**src/rtl/cmx_pkg.sv**
```systemverilog
package cmx_pkg;

   localparam int unsigned CMX_PHASES = 3;
   localparam int unsigned CMX_IDX_W  = 4;
   localparam int unsigned CMX_NACT   = 6;

   typedef logic [CMX_IDX_W-1:0]  st_idx_t;
   typedef logic [CMX_PHASES-1:0] leg_t;

   typedef struct packed {
      st_idx_t pri;
      st_idx_t sec;
   } st_pair_t;

   // Leg bits (bit0 = A) to state index 1..8.
   function automatic st_idx_t leg_to_idx(input leg_t leg);
      st_idx_t r;
      case (leg)
         3'b001:  r = st_idx_t'(1);
         3'b011:  r = st_idx_t'(2);
         3'b010:  r = st_idx_t'(3);
         3'b110:  r = st_idx_t'(4);
         3'b100:  r = st_idx_t'(5);
         3'b101:  r = st_idx_t'(6);
         3'b111:  r = st_idx_t'(7);
         default: r = st_idx_t'(8);
      endcase
      return r;
   endfunction

   // State index to leg bits (inverse of leg_to_idx).
   function automatic leg_t idx_to_leg(input st_idx_t idx);
      leg_t r;
      case (idx)
         st_idx_t'(1): r = 3'b001;
         st_idx_t'(2): r = 3'b011;
         st_idx_t'(3): r = 3'b010;
         st_idx_t'(4): r = 3'b110;
         st_idx_t'(5): r = 3'b100;
         st_idx_t'(6): r = 3'b101;
         st_idx_t'(7): r = 3'b111;
         default:      r = 3'b000;
      endcase
      return r;
   endfunction

   // Primary inverter state for an active state: round down to the odd state.
   function automatic st_idx_t pri_of(input st_idx_t idx);
      int unsigned k;
      k = int'(idx);
      if ((k % 2) == 0) k = k - 1;
      return st_idx_t'(k);
   endfunction

   // Secondary inverter state: odd k -> k+2, even k -> k+3, wrapped to 1..6.
   function automatic st_idx_t sec_of(input st_idx_t idx);
      int unsigned k;
      k = int'(idx);
      k = k + (((k % 2) == 1) ? 2 : 3);
      if (k > CMX_NACT) k = k - CMX_NACT;
      return st_idx_t'(k);
   endfunction

endpackage

```
**src/rtl/cmx_leg_decode.sv**
```systemverilog
module cmx_leg_decode
   import cmx_pkg::*;
#(
   parameter int unsigned PHASES = CMX_PHASES
) (
   input  logic [PHASES-1:0] leg,
   output st_idx_t           idx,
   output logic              is_zero
);

   always_comb begin
      idx     = leg_to_idx(leg);
      is_zero = (&leg) | (~|leg);
   end

endmodule

```
**src/rtl/cmx_pair_map.sv**
```systemverilog
module cmx_pair_map
   import cmx_pkg::*;
#(
   parameter int unsigned PHASES = CMX_PHASES
) (
   input  st_idx_t           idx,
   input  logic              is_zero,
   input  logic [PHASES-1:0] mid,
   output st_pair_t          pair,
   output logic              ok
);

   st_idx_t zero_cand [PHASES];
   st_idx_t zero_st;
   logic    mid_one;

   // Middle phase A -> 3, B -> 1, C -> 5.
   for (genvar k = 0; k < PHASES; k++) begin : g_zsel
      localparam st_idx_t ZST = st_idx_t'(((4 - k) % 3) * 2 + 1);
      assign zero_cand[k] = mid[k] ? ZST : '0;
   end

   always_comb begin
      zero_st = '0;
      for (int k = 0; k < PHASES; k++) zero_st = zero_st | zero_cand[k];
      mid_one = $onehot(mid);
   end

   always_comb begin
      if (is_zero) begin
         pair.pri = zero_st;
         pair.sec = zero_st;
         ok       = mid_one;
      end else begin
         pair.pri = pri_of(idx);
         pair.sec = sec_of(idx);
         ok       = 1'b1;
      end
   end

endmodule

```
**src/rtl/cmx_pole_out.sv**
```systemverilog
module cmx_pole_out
   import cmx_pkg::*;
#(
   parameter int unsigned PHASES    = CMX_PHASES,
   parameter int unsigned RST_STATE = 1
) (
   input  logic                clk,
   input  logic                rst_n,
   input  st_pair_t            pair_nxt,
   input  logic                ok,
   output st_pair_t            pair_q,
   output logic                err_q,
   output logic [2*PHASES-1:0] poles
);

   localparam st_idx_t RST_IDX = st_idx_t'(RST_STATE);

   always_ff @(posedge clk or negedge rst_n) begin
      if (!rst_n) begin
         pair_q.pri <= RST_IDX;
         pair_q.sec <= RST_IDX;
         err_q      <= 1'b0;
      end else begin
         if (ok) pair_q <= pair_nxt;
         err_q <= ~ok;
      end
   end

   // One pole encoder per inverter; g=0 primary, g=1 secondary.
   for (genvar g = 0; g < 2; g++) begin : g_enc
      st_idx_t sel;
      assign sel = (g == 0) ? pair_q.pri : pair_q.sec;
      assign poles[g*PHASES +: PHASES] = idx_to_leg(sel);
   end

endmodule

```
**src/rtl/cmfree_vec_xlat.sv**
```systemverilog
module cmfree_vec_xlat
   import cmx_pkg::*;
#(
   parameter int unsigned PHASES    = CMX_PHASES,
   parameter int unsigned IDX_W     = CMX_IDX_W,
   parameter int unsigned RST_STATE = 1
) (
   input  logic              clk,
   input  logic              rst_n,
   input  logic [PHASES-1:0] inv1_leg,
   input  logic [PHASES-1:0] mid_flag,
   output logic [PHASES-1:0] pole_pri,
   output logic [PHASES-1:0] pole_sec,
   output logic [IDX_W-1:0]  st_pri,
   output logic [IDX_W-1:0]  st_sec,
   output logic              mid_err
);

   localparam int unsigned POLE_W = 2 * PHASES;

   if (PHASES != 3) begin : g_bad_phases
      $error("cmfree_vec_xlat: PHASES must be 3");
   end
   if (IDX_W != CMX_IDX_W) begin : g_bad_idx
      $error("cmfree_vec_xlat: IDX_W must match the package index width");
   end
   if (RST_STATE != 1 && RST_STATE != 3 && RST_STATE != 5) begin : g_bad_rst
      $error("cmfree_vec_xlat: RST_STATE must be an odd active state");
   end

   st_idx_t          dec_idx;
   logic             dec_zero;
   st_pair_t         map_pair;
   logic             map_ok;
   st_pair_t         reg_pair;
   logic             reg_err;
   logic [POLE_W-1:0] reg_poles;

   cmx_leg_decode #(.PHASES(PHASES)) u_dec (
      .leg     (inv1_leg),
      .idx     (dec_idx),
      .is_zero (dec_zero)
   );

   cmx_pair_map #(.PHASES(PHASES)) u_map (
      .idx     (dec_idx),
      .is_zero (dec_zero),
      .mid     (mid_flag),
      .pair    (map_pair),
      .ok      (map_ok)
   );

   cmx_pole_out #(.PHASES(PHASES), .RST_STATE(RST_STATE)) u_out (
      .clk      (clk),
      .rst_n    (rst_n),
      .pair_nxt (map_pair),
      .ok       (map_ok),
      .pair_q   (reg_pair),
      .err_q    (reg_err),
      .poles    (reg_poles)
   );

   assign pole_pri = reg_poles[0 +: PHASES];
   assign pole_sec = reg_poles[PHASES +: PHASES];
   assign st_pri   = reg_pair.pri;
   assign st_sec   = reg_pair.sec;
   assign mid_err  = reg_err;

endmodule

```
**config.mk**
```make
export PLATFORM = sky130hd
export DESIGN_NAME = cmfree_vec_xlat
export DESIGN_NICKNAME = d
export VERILOG_FILES = /design/src/rtl/cmx_pkg.sv /design/src/rtl/cmx_leg_decode.sv /design/src/rtl/cmx_pair_map.sv /design/src/rtl/cmx_pole_out.sv /design/src/rtl/cmfree_vec_xlat.sv
export SDC_FILE = /design/constraint.sdc
export NUM_CORES = 1
export LEC_CHECK = 0
export CORE_MARGIN = 3
export CORE_UTILIZATION = 51
export DETAILED_ROUTE_END_ITERATION = 8
export GPL_TIMING_DRIVEN = 0
export HOLD_SLACK_MARGIN = 0.02
export MAX_ROUTING_LAYER = met4
export PLACE_DENSITY = 0.84
export SLEW_MARGIN = 20
export SYNTH_ARGS = -nofsm -noshare
export SYNTH_HDL_FRONTEND = slang
export SYNTH_HIERARCHICAL = 1
export SYNTH_SLANG_ARGS = --single-unit
export TNS_END_PERCENT = 5
```
**constraint.sdc**
```tcl
create_clock -name clk -period 2.4 [get_ports clk]
set_input_delay 0.48 -clock clk [delete_from_list [all_inputs] [get_ports clk]]
set_output_delay 0.48 -clock clk [all_outputs]
set_load 0.01 [all_outputs]
```
==> results of run 1 <==
-- placed cells by master (no fill, tap or decap), types with 2 or more instances in the layout --
master / Yosys / layout
nor2b_1: 8 / 8
nor2_1: 2 / 2
mux2i_1: 5 / 5
dfrtp_1: 7 / 7
inv_1: 6 / 6
clkbuf_4: 0 / 3
or2_1: 2 / 2
buf_4: 2 / 2
nor3_1: 4 / 3
clkdlybuf4s50_1: 0 / 21
ha_1: 5 / 5
mux2_4: 8 / 9
nand2b_1: 6 / 6
clkbuf_1: 1 / 2
nand2_1: 2 / 2
xnor2_1: 5 / 5
dfstp_2: 2 / 2
-- worst paths after layout --
kind	startpoint	endpoint	slack (ns)	depth (start not counted)
min in group clk	u_out/g_enc[1].sel[1]	u_out/g_enc[1].sel[1]	0.56	1
max in group asynchronous	rst_n	u_out/g_enc[1].sel[0]	1.58	1
hold / removal	rst_n	u_out/g_enc[0].sel[3]	0.51	1
hold reg to reg	u_out/g_enc[1].sel[1]	u_out/g_enc[1].sel[1]	0.56	1
setup reg to reg	u_out/g_enc[0].sel[2]	u_out/g_enc[0].sel[2]	1.58	1
setup / recovery	inv1_leg[1]	u_out/g_enc[1].sel[2]	0.08	7
-- power groups by stage --
| stage | combinational (µW) | clock (µW) | sequential [µW] |
|---|---|---|---|
| after floorplan | 162 | 0 | 204 |
| after global placement | 304 | 0 | 198 |
| after detailed placement | 317 | 0 | 201 |
| after CTS | 319 | 117 | 197 |
| after global routing | 343 | 131 | 200 |
| final | 316 | 112 | 197 |
-- layer usage --
metal	vias up	track usage [%]	part of all wire [%]
li1	338	-	-
met5	-	-	0
met2	14	33.24	52
met1	307	21.51	42
met4	0	10.23	2.2
met3	4	2.344	3.8
-- cell type report --
class | instances | area, µm² | share of cell area, %
plain buffers | 4 | 30.03 | 2.694
clock buffers | 4 | 26.28 | 2.357
multi-input cells | 63 | 570.5 | 51.18
well taps | 15 | 18.77 | 1.684
inverters | 6 | 22.52 | 2.020
repair buffers | 22 | 219.0 | 19.64
flip-flops and latches | 9 | 227.7 | 20.43
-- stage by stage --
| step | hold slack, ns | area (µm²) |
|---|---|---|
| 2_1_floorplan | 0.1844 | 835.8 |
| 3_3_place_gp | 0.5469 | 1075 |
| 3_5_place_dp | 0.5622 | 1075 |
| 4_1_cts | 0.5163 | 1109 |
| 5_1_grt | 0.5266 | 1115 |
| 6_report | 0.5061 | 1115 |
-- sequential cells by signal (all words and copies together) (netlist names) --
name	cells
u_out/g_enc.sel	8
u_out/err_q	1
-- cells by family after synthesis --
logic type	after synthesis	synth area share [%]
compound gates	7	5.988
xor+xnor	5	5.239
fa+ha+maj	6	9.880
buf+inv	10	6.286
flops	9	27.25
mux	14	21.71
simple gates	31	23.65
-- timing repair --
action,4_1_cts,5_1_grt
buffers inserted,0,0
setup endpoints to repair,7,1
resized for setup,3,1
endpoints found under the hold margin,0,0
==> summary.txt, run 1 <==
Run status
  • Status: complete, no violations

Setup path
  • Cell repeated most along the worst path: mux2_4
  • Crit path launch type: input port
  • WP data arrival: 2.45 ns
  • Cell family with the largest share of critical-path delay: multiplexers
  • WP data required: 2.54 ns
  • Critical path's largest stage delay: roughly 0.50 ns
  • Crit Path Category: input port to flip-flop
  • CP Buf/Inv Count: 1
  • Worst Path Max Fanout: 8
  • Crit-path cells: clkdlybuf4s50_1, mux2_4, ha_1, xnor2_1, nor4b_2, a211oi_1, mux2_4
  • Crit. End Element: flip-flop
  • Slowest CP cell: clkdlybuf4s50_1

Die
  • Die area: between 2000 and 2500 µm²
  • DIE HEIGHT: 46.48 µm
  • Number of I/O pins: 23
  • Core ar.: between 1000 and 1500 µm²
  • Die X: roughly 46 µm
  • Cell Rows: 13
  • Initial Util: just under 60%

Detailed routing
  • Vias per inst: ~5.4
  • Drt drc: 0
  • Vias: 663
  • Drt total wl: 1.663 mm
  • Routed WL per cell: roughly 14 µm
  • Initial DRC Count: 5
  • DRT antenna net count: 0
  • Drt pass-1 iters: 3

STA
  • Final Skew: 0 ns
  • Hold Vio Cnt, Final: 0
  • Tmin final: 2.317 ns
  • Worst-Margin Slew: 0.3740 ns
  • Relative slew margins: between 70% and 80%
  • Final Cycle Share: 96.56%
  • Total negative slack: 0 ns
  • Worst Setup Slack, final: about 0.083 ns
  • RSZ-0062 raised after global routing: no
  • Highest Clock Rate: about 430 MHz
  • Slew Limit Fails: 0
  • Setup violators final: 0

CTS
  • TritonCTS Buffers: 3
  • CTS Hold Bufs: 0
  • Clk root buf: clkbuf_4
  • Clock Sinks: 9
  • CTS tree: built
  • Worst-path clk slew: about 0.06 ns
  • Htree depth: 1
  • Clock Latency Late Sink: around 0.25 ns
  • Clk buf depth: 2

Synth
  • Most frequent cells after synthesis: 8 x mux2_4, 8 x nor2b_1, 7 x dfrtp_1, 6 x inv_1, 6 x nand2b_1
  • FFs w/ async S/R, synth: 100.0%
  • Ys flop type: dfrtp_1
  • Mapped Area: ~840 µm²
  • Seq/Total Area, Yosys: between 20% and 30%
  • Netlist cell types: 32
  • Yosys warning total: 6
  • FF+latch count, synth: 9
  • Mapped Cells: 82
  • Top cell type by total area after synthesis: dfrtp_1
  • Syn_nets: between 90 and 100
  • Synth area leaders: dfrtp_1 21%, mux2_4 14%, ha_1 7.5%, dfstp_2 6.3%, mux2i_1 6.0%
  • EDFF count, synth: 0
  • Synth top area share: between 20% and 30%
  • Syn_area_per_cell: approximately 10 µm²

Placement
  • IO buf count: 22
  • Placed cell count: roughly 120
  • Dpl ws: -0.4343 ns
  • DP HPWL: 1.362 mm
  • Gpl congestion: between 0.7 and 0.8

Job
  • MaxCap Viol Count: 0

GRT
  • Global route overflow: 0
  • Largest net degree at the start of global routing: 11
  • First-pass GRT wire length: between 2 and 3 mm
  • Initial antenna violation count: 0
  • Total Routing Usage GR: 19.36%
  • Vias in the first global route: roughly 660

Power
  • PnR Total Power: 624.8 µW
  • Clock Power Share: 18.0%
  • Int Power: roughly 420 µW
  • Sw Ratio: about a third
  • Seq pwr share: between 30% and 40%
  • Comb pwr share: 50.5%
  • Leak: between 0.0005 and 0.0006 µW
  • Power Density: ~560 nW/µm²
  • Net Switching: between 200 and 250 µW
  • IR drop worst, VDD: 0.0003621 V

Final layout
  • Fill count: about 100
  • Final core utilization: between 70% and 80%
  • Layout cell share with drive strength beyond 1: between 15 and 20%
  • Nets: about 120
  • Area growth, synth to finish: 33.38%
  • # diodes: 0
  • Finished Layout Cells: ~120

Min path
  • Worst min path class: input port to async pin
Power figures use the tool's default switching activity.
==> inputs of run 2 (changes only) <==
--- a/config.mk
+++ b/config.mk
@@ -13,3 +13,3 @@
 export MAX_ROUTING_LAYER = met4
-export PLACE_DENSITY = 0.84
+export PLACE_DENSITY_LB_ADDON = 0.05
 export SLEW_MARGIN = 20
==> constraint.sdc (replaced) <==
create_clock -name clk -period 2.4 [get_ports clk]
set_input_delay 0.72 -clock clk [delete_from_list [all_inputs] [get_ports clk]]
set_output_delay 0.72 -clock clk [all_outputs]
set_load 0.01 [all_outputs]
==> summary.txt, run 2 (synthesized netlist as in run 1, its figures left out) <==
CTS
  • Postcts setup bufs: 0 (unchanged)
  • Clock Latency Late Sink: 0.25 ns (about the same)
  • CTS tree: built
  • Clock Sinks: 9 (unchanged)
  • CTS Hold Bufs: 0 (unchanged)
  • Clk root buf: clkbuf_4
  • TritonCTS Buffers: 3 (unchanged)
  • Worst-path clk slew: 0.06 ns (about the same)
  • Clk buf depth: 2 (unchanged)
  • Htree depth: 1 (unchanged)

STA
  • Relative slew margins: 73.63% (-1.4 points)
  • Slew Limit Fails: 0 (unchanged)
  • RSZ-0062 raised after global routing: no
  • Final Skew: 0 ns (unchanged)
  • Setup violators final: 0 (unchanged)
  • Tmin final: 2.325 ns (+0.007262 ns)
  • Worst-Margin Slew: 0.3944 ns (+0.02042 ns)
  • Final Cycle Share: 96.86% (+0.30 points)
  • Hold Vio Cnt, Final: 0 (unchanged)
  • Highest Clock Rate: 430.2 MHz (-0.31%)
  • Worst Setup Slack, final: 0.07533 ns (-0.007262 ns)

Detailed routing
  • Routed WL per cell: 13.02 µm (-3.7%)
  • Vias: 648 (-2.3%)
  • Drt pass-1 iters: 4 (+1)
  • DRT antenna net count: 0 (unchanged)
  • Vias per inst: 5.268 (-2.3%)
  • Drt drc: 0 (unchanged)
  • Drt total wl: 1.601 mm (-3.7%)
  • Initial DRC Count: 7 (+2)

Setup path
  • Worst Path Max Fanout: 9 (+1)
  • Crit-path cells: clkdlybuf4s50_1, fa_1, inv_1, o21ai_1, buf_6, mux2_4
  • Crit. End Element: flip-flop
  • WP data required: 2.54 ns (about the same)
  • Crit path launch type: input port
  • Slowest CP cell: fa_1
  • Critical path's largest stage delay: 0.57 ns (+0.07 ns)
  • WP data arrival: 2.46 ns (about the same)
  • Crit Path Category: input port to flip-flop

Placement
  • Placed cell count: 119 (unchanged)
  • DP HPWL: 1.300 mm (-4.6%)
  • Post-DP Area: 1075 µm² (unchanged)
  • IO buf count: 22 (unchanged)
  • Gpl congestion: 0.7840 (+11%)
  • Dpl ws: -0.6919 ns (-0.2576 ns)

Die
  • Die X: 46.48 µm (unchanged)
  • Die area: 2160 µm² (unchanged)
  • Cell Rows: 13 (unchanged)
  • DIE HEIGHT: 46.48 µm (unchanged)
  • Initial Util: 59.06% (unchanged)
  • Number of I/O pins: 23 (unchanged)
  • Core ar.: 1415 µm² (unchanged)

Power
  • Power Density: 543.0 nW/µm² (-3.1%)
  • Leak: 0.0005314 µW (+5.6%)
  • IR drop worst, VDD: 0.0002505 V (-31%)

GRT
  • Global route overflow: 0 (unchanged)
  • First-pass GRT wire length: 2.580 mm (-9.7%)
  • Initial antenna violation count: 0 (unchanged)
  • Vias in the first global route: 639 (-3.6%)
  • Largest net degree at the start of global routing: 11 (unchanged)
  • Total Routing Usage GR: 17.65% (-1.7 points)

Final layout
  • Most common cell after layout, fill and taps aside: clkdlybuf4s50_1
  • Area growth, synth to finish: 34.13%
  • Finished Layout Cells: 123 (unchanged)
  • Non-Filler Cell Area, Final: 1121 µm² (+0.56%)
  • Layout cell share with drive strength beyond 1: 20.37% (+2.8 points)
  • Multi-input logic area: 580.6 µm² (+1.8%)
  • Fill count: 93 (-11%)
  • Nets: 123 (unchanged)
  • Most frequent cells in the layout: 15 x clkdlybuf4s50_1, 9 x mux2_4, 8 x nor2b_1
  • # diodes: 0 (unchanged)
  • Seq. cell area: 227.7 µm² (unchanged)
  • Largest register FFs: 8 (unchanged)

Job
  • MaxCap Viol Count: 0 (unchanged)

Run status
  • Status: complete, no violations

Min path
  • Worst min path class: flip-flop to flip-flop
[run 2: area by class of cell]
type	instances	area share, %
Tap cell	15	1.674
Buffer	4	2.679
Timing Repair Buffer	22	19.20
Clock buffer	4	2.344
Multi-Input combinational cell	63	51.79
Sequential cell	9	20.31
Inverter	6	2.009
[run 2: per-stage QoR]
stage | utilization, % | power, µW | hold WS [ns] | TNS, ns
floorplan | - | 366.0 | 0.4244 | 0
global placement | 75.95 | 498.1 | 0.5424 | -4.567
detailed placement | 75.95 | 511.9 | 0.5467 | -4.854
CTS | 78.60 | 619.2 | 0.5603 | 0
global route | 79.22 | 651.4 | 0.5775 | 0
finish | 79.22 | 608.8 | 0.5556 | 0
[run 2: worst paths after layout]
check,from,end,slack [ns],depth (start not counted)
min,u_out/g_enc[1].sel[1],u_out/g_enc[1].sel[1],0.56,1
max,mid_flag[0],u_out/g_enc[0].sel[2],0.08,6
min reg2reg,u_out/g_enc[1].sel[1],u_out/g_enc[1].sel[1],0.56,1
max in group asynchronous,rst_n,u_out/g_enc[1].sel[0],1.32,1
max reg2reg,u_out/g_enc[0].sel[2],u_out/g_enc[0].sel[2],1.59,1
min in group asynchronous,rst_n,u_out/g_enc[0].sel[1],0.76,1
[run 2: repair_timing]
item,CTS,global route
gates resized for setup,9,5
setup endpoints to repair,10,4
pin swaps,1,1
hold endpoints to repair,0,0
[run 2: report_power, final]
| group | internal (µW) | switching (µW) |
|---|---|---|
| Sequential | 174 | 22.9 |
| Combinational | 175 | 127 |
| Clock | 63.7 | 47.0 |
[run 2: routing by layer]
layer	part of all wire [%]	up-vias	wire [µm]	GRT usage [%]
li1	-	333	-	-
met1	41	296	659	17.30
met2	53	17	849	32.69
met3	4.5	2	72	1.563
met4	1.2	0	19	10.80
met5	0	-	0	-
[run 2: worst max-delay path: cells and delay by family]
| kind | cells | cell delay [ns] |
|---|---|---|
| AO/OA/AOI/OAI | 1 | 0.15 |
| multiplexers | 1 | 0.31 |
| buffers and inverters | 3 | 0.71 |
| adder cells (fa/ha/maj) | 1 | 0.57 |
==> inputs of run 3 (changes only) <==
Settings changed: CORE_UTILIZATION 51 to 47.
Clock period 2.4 ns to 2.3 ns, I/O delays scaled along.
==> summary.txt, run 3 (synthesized netlist as in run 1, its figures left out) <==
Final layout
  • Layout cell share with drive strength beyond 1: 20.37% (unchanged)
  • # diodes: 0 (unchanged)
  • Most common cell after layout, fill and taps aside: clkdlybuf4s50_1
  • Area growth, synth to finish: 35.33%
  • Fill count: 134 (+44%)
  • Finished Layout Cells: 132 (+7.3%)
  • Nets: 123 (unchanged)
  • Most frequent cells in the layout: 14 x clkdlybuf4s50_1, 9 x mux2_4, 8 x nor2b_1
  • Largest register FFs: 8 (unchanged)

STA
  • Tmin final: between 2 and 2.5 ns
  • Hold Vio Cnt, Final: 0 (unchanged)
  • Final Cycle Share: between 90% and 100%
  • Slew Limit Fails: 0 (unchanged)
  • Highest Clock Rate: ~440 MHz
  • RSZ-0062 raised after global routing: yes
  • Worst-Margin Slew: 0.4059 ns (+0.01152 ns)
  • Final Skew: 0 ns (unchanged)
  • Setup violators final: 0 (unchanged)
  • Relative slew margins: 72.85% (-0.77 points)

Detailed routing
  • Drt pass-1 iters: 4 (unchanged)
  • Drt drc: 0 (unchanged)
  • Drt total wl: 1.521 mm (-5.0%)
  • Vias per inst: 4.992 (-5.2%)
  • Vias: 659 (+1.7%)
  • Routed WL per cell: 11.52 µm (-11%)
  • DRT antenna net count: 0 (unchanged)
  • Initial DRC Count: 11 (+4)

CTS
  • CTS Hold Bufs: 0 (unchanged)
  • Worst-path clk slew: 0.06 ns (about the same)
  • TritonCTS Buffers: 3 (unchanged)
  • Clock Sinks: 9 (unchanged)
  • Clk buf depth: 2 (unchanged)
  • Htree depth: 1 (unchanged)
  • Clk root buf: clkbuf_4
  • Postcts setup bufs: 0 (unchanged)
  • Clock Latency Late Sink: 0.25 ns (about the same)
  • CTS tree: built

Min path
  • Worst min path class: flip-flop to flip-flop

Setup path
  • Crit path launch type: input port
  • Crit. End Element: flip-flop
  • WP data arrival: 2.41 ns (-0.05 ns)
  • WP data required: 2.44 ns (-0.10 ns)
  • Crit Path Category: input port to flip-flop
  • Worst Path Max Fanout: 8 (-1)

Die
  • Number of I/O pins: 23 (unchanged)
  • Die X: 48.17 µm (+3.6%)
  • Die area: 2320 µm² (+7.4%)
  • DIE HEIGHT: 48.17 µm (+3.6%)
  • Initial Util: 52.43% (-6.6 points)
  • Core ar.: 1594 µm² (+13%)
  • Cell Rows: 14 (+1)

Power
  • IR drop worst, VDD: 0.0002243 V (-10%)
  • Power Density: 556.6 nW/µm² (+2.5%)
  • Leak: 0.0005314 µW (about the same)
  • PnR Total Power: 629.6 µW (+3.4%)

Job
  • MaxCap Viol Count: 0 (unchanged)

Placement
  • IO buf count: 22 (unchanged)
  • Placed cell count: 128 (+7.6%)
  • DP HPWL: 1.225 mm (-5.7%)
  • Gpl congestion: 0.7970 (+1.7%)

GRT
  • First-pass GRT wire length: 2.242 mm (-13%)
  • Initial antenna violation count: 0 (unchanged)
  • Vias in the first global route: 578 (-9.5%)
  • Global route overflow: 0 (unchanged)
  • Largest net degree at the start of global routing: 11 (unchanged)
  • Total Routing Usage GR: 14.06% (-3.6 points)

Run status
  • Status: complete, no violations
[run 3: cell types whose count changed in the layout (fill, tap and decap cells not counted)]
| cell | delta |
|---|---|
| dlygate4sd2_1 | +1 |
| clkdlybuf4s50_1 | -1 |
[run 3: worst paths after layout]
| check | from | endpoint | depth (start not counted) | slack (ns) |
|---|---|---|---|---|
| max reg2reg | u_out/g_enc[0].sel[3] | u_out/g_enc[0].sel[3] | 1 | 1.49 |
| min reg2reg | u_out/g_enc[1].sel[1] | u_out/g_enc[1].sel[1] | 1 | 0.57 |
| min | u_out/g_enc[1].sel[1] | u_out/g_enc[1].sel[1] | 1 | 0.57 |
| max in group asynchronous | rst_n | u_out/g_enc[0].sel[0] | 1 | 1.24 |
| min in group asynchronous | rst_n | u_out/g_enc[1].sel[2] | 1 | 0.73 |
| max | inv1_leg[1] | u_out/g_enc[1].sel[2] | 7 | 0.03 |
[run 3: timing repair]
action	in CTS	in global routing
pin swaps	0	1
setup endpoints to repair	11	9
endpoints found under the hold margin	0	0
cloned	0	0
resized for setup	9	5
[run 3: layout make-up]
type / instances / area [µm²] / share of cell area, %
sequential: 9 / 227.7 / 20.13
multi-input combinational: 63 / 580.6 / 51.33
clock buffer: 4 / 26.28 / 2.323
buffer: 4 / 30.03 / 2.655
timing repair buffer: 22 / 214.0 / 18.92
inverter: 6 / 22.52 / 1.991
tap: 24 / 30.03 / 2.655
[run 3: critical path, cell delays in order]
cell           delay (ns)
dlygate4sd2_1        0.29
mux2_4               0.34
ha_1                 0.27
xnor2_1              0.19
nor4b_2              0.28
a211oi_1             0.08
mux2_4               0.27
[run 3: power breakdown]
part | internal, µW | switching [µW]
sequential | 181 | 23.9
combinational | 181 | 128
clock | 66.5 | 49.5
[run 3: metal layers]
metal	GRT usage (%)	part of all wire, %
met1	14.13	42
met2	26.04	53
met3	2.214	4.5
met4	6.452	0
met5	-	0
[run 3: stage by stage]
stage	hold slack [ns]	utilization [%]	setup WS [ns]	setup TNS (ns)	cell area [µm²]
after floorplan	0.3944	-	0.1086	0	840.8
after global placement	0.5468	68.45	-0.5835	-3.749	1091
after detailed placement	0.5606	68.45	-0.6239	-3.980	1091
after CTS	0.5743	70.41	-0.05161	-0.05161	1122
after global routing	0.5982	70.96	-0.002107	-0.002107	1131
final	0.5723	70.96	0.02860	0	1131
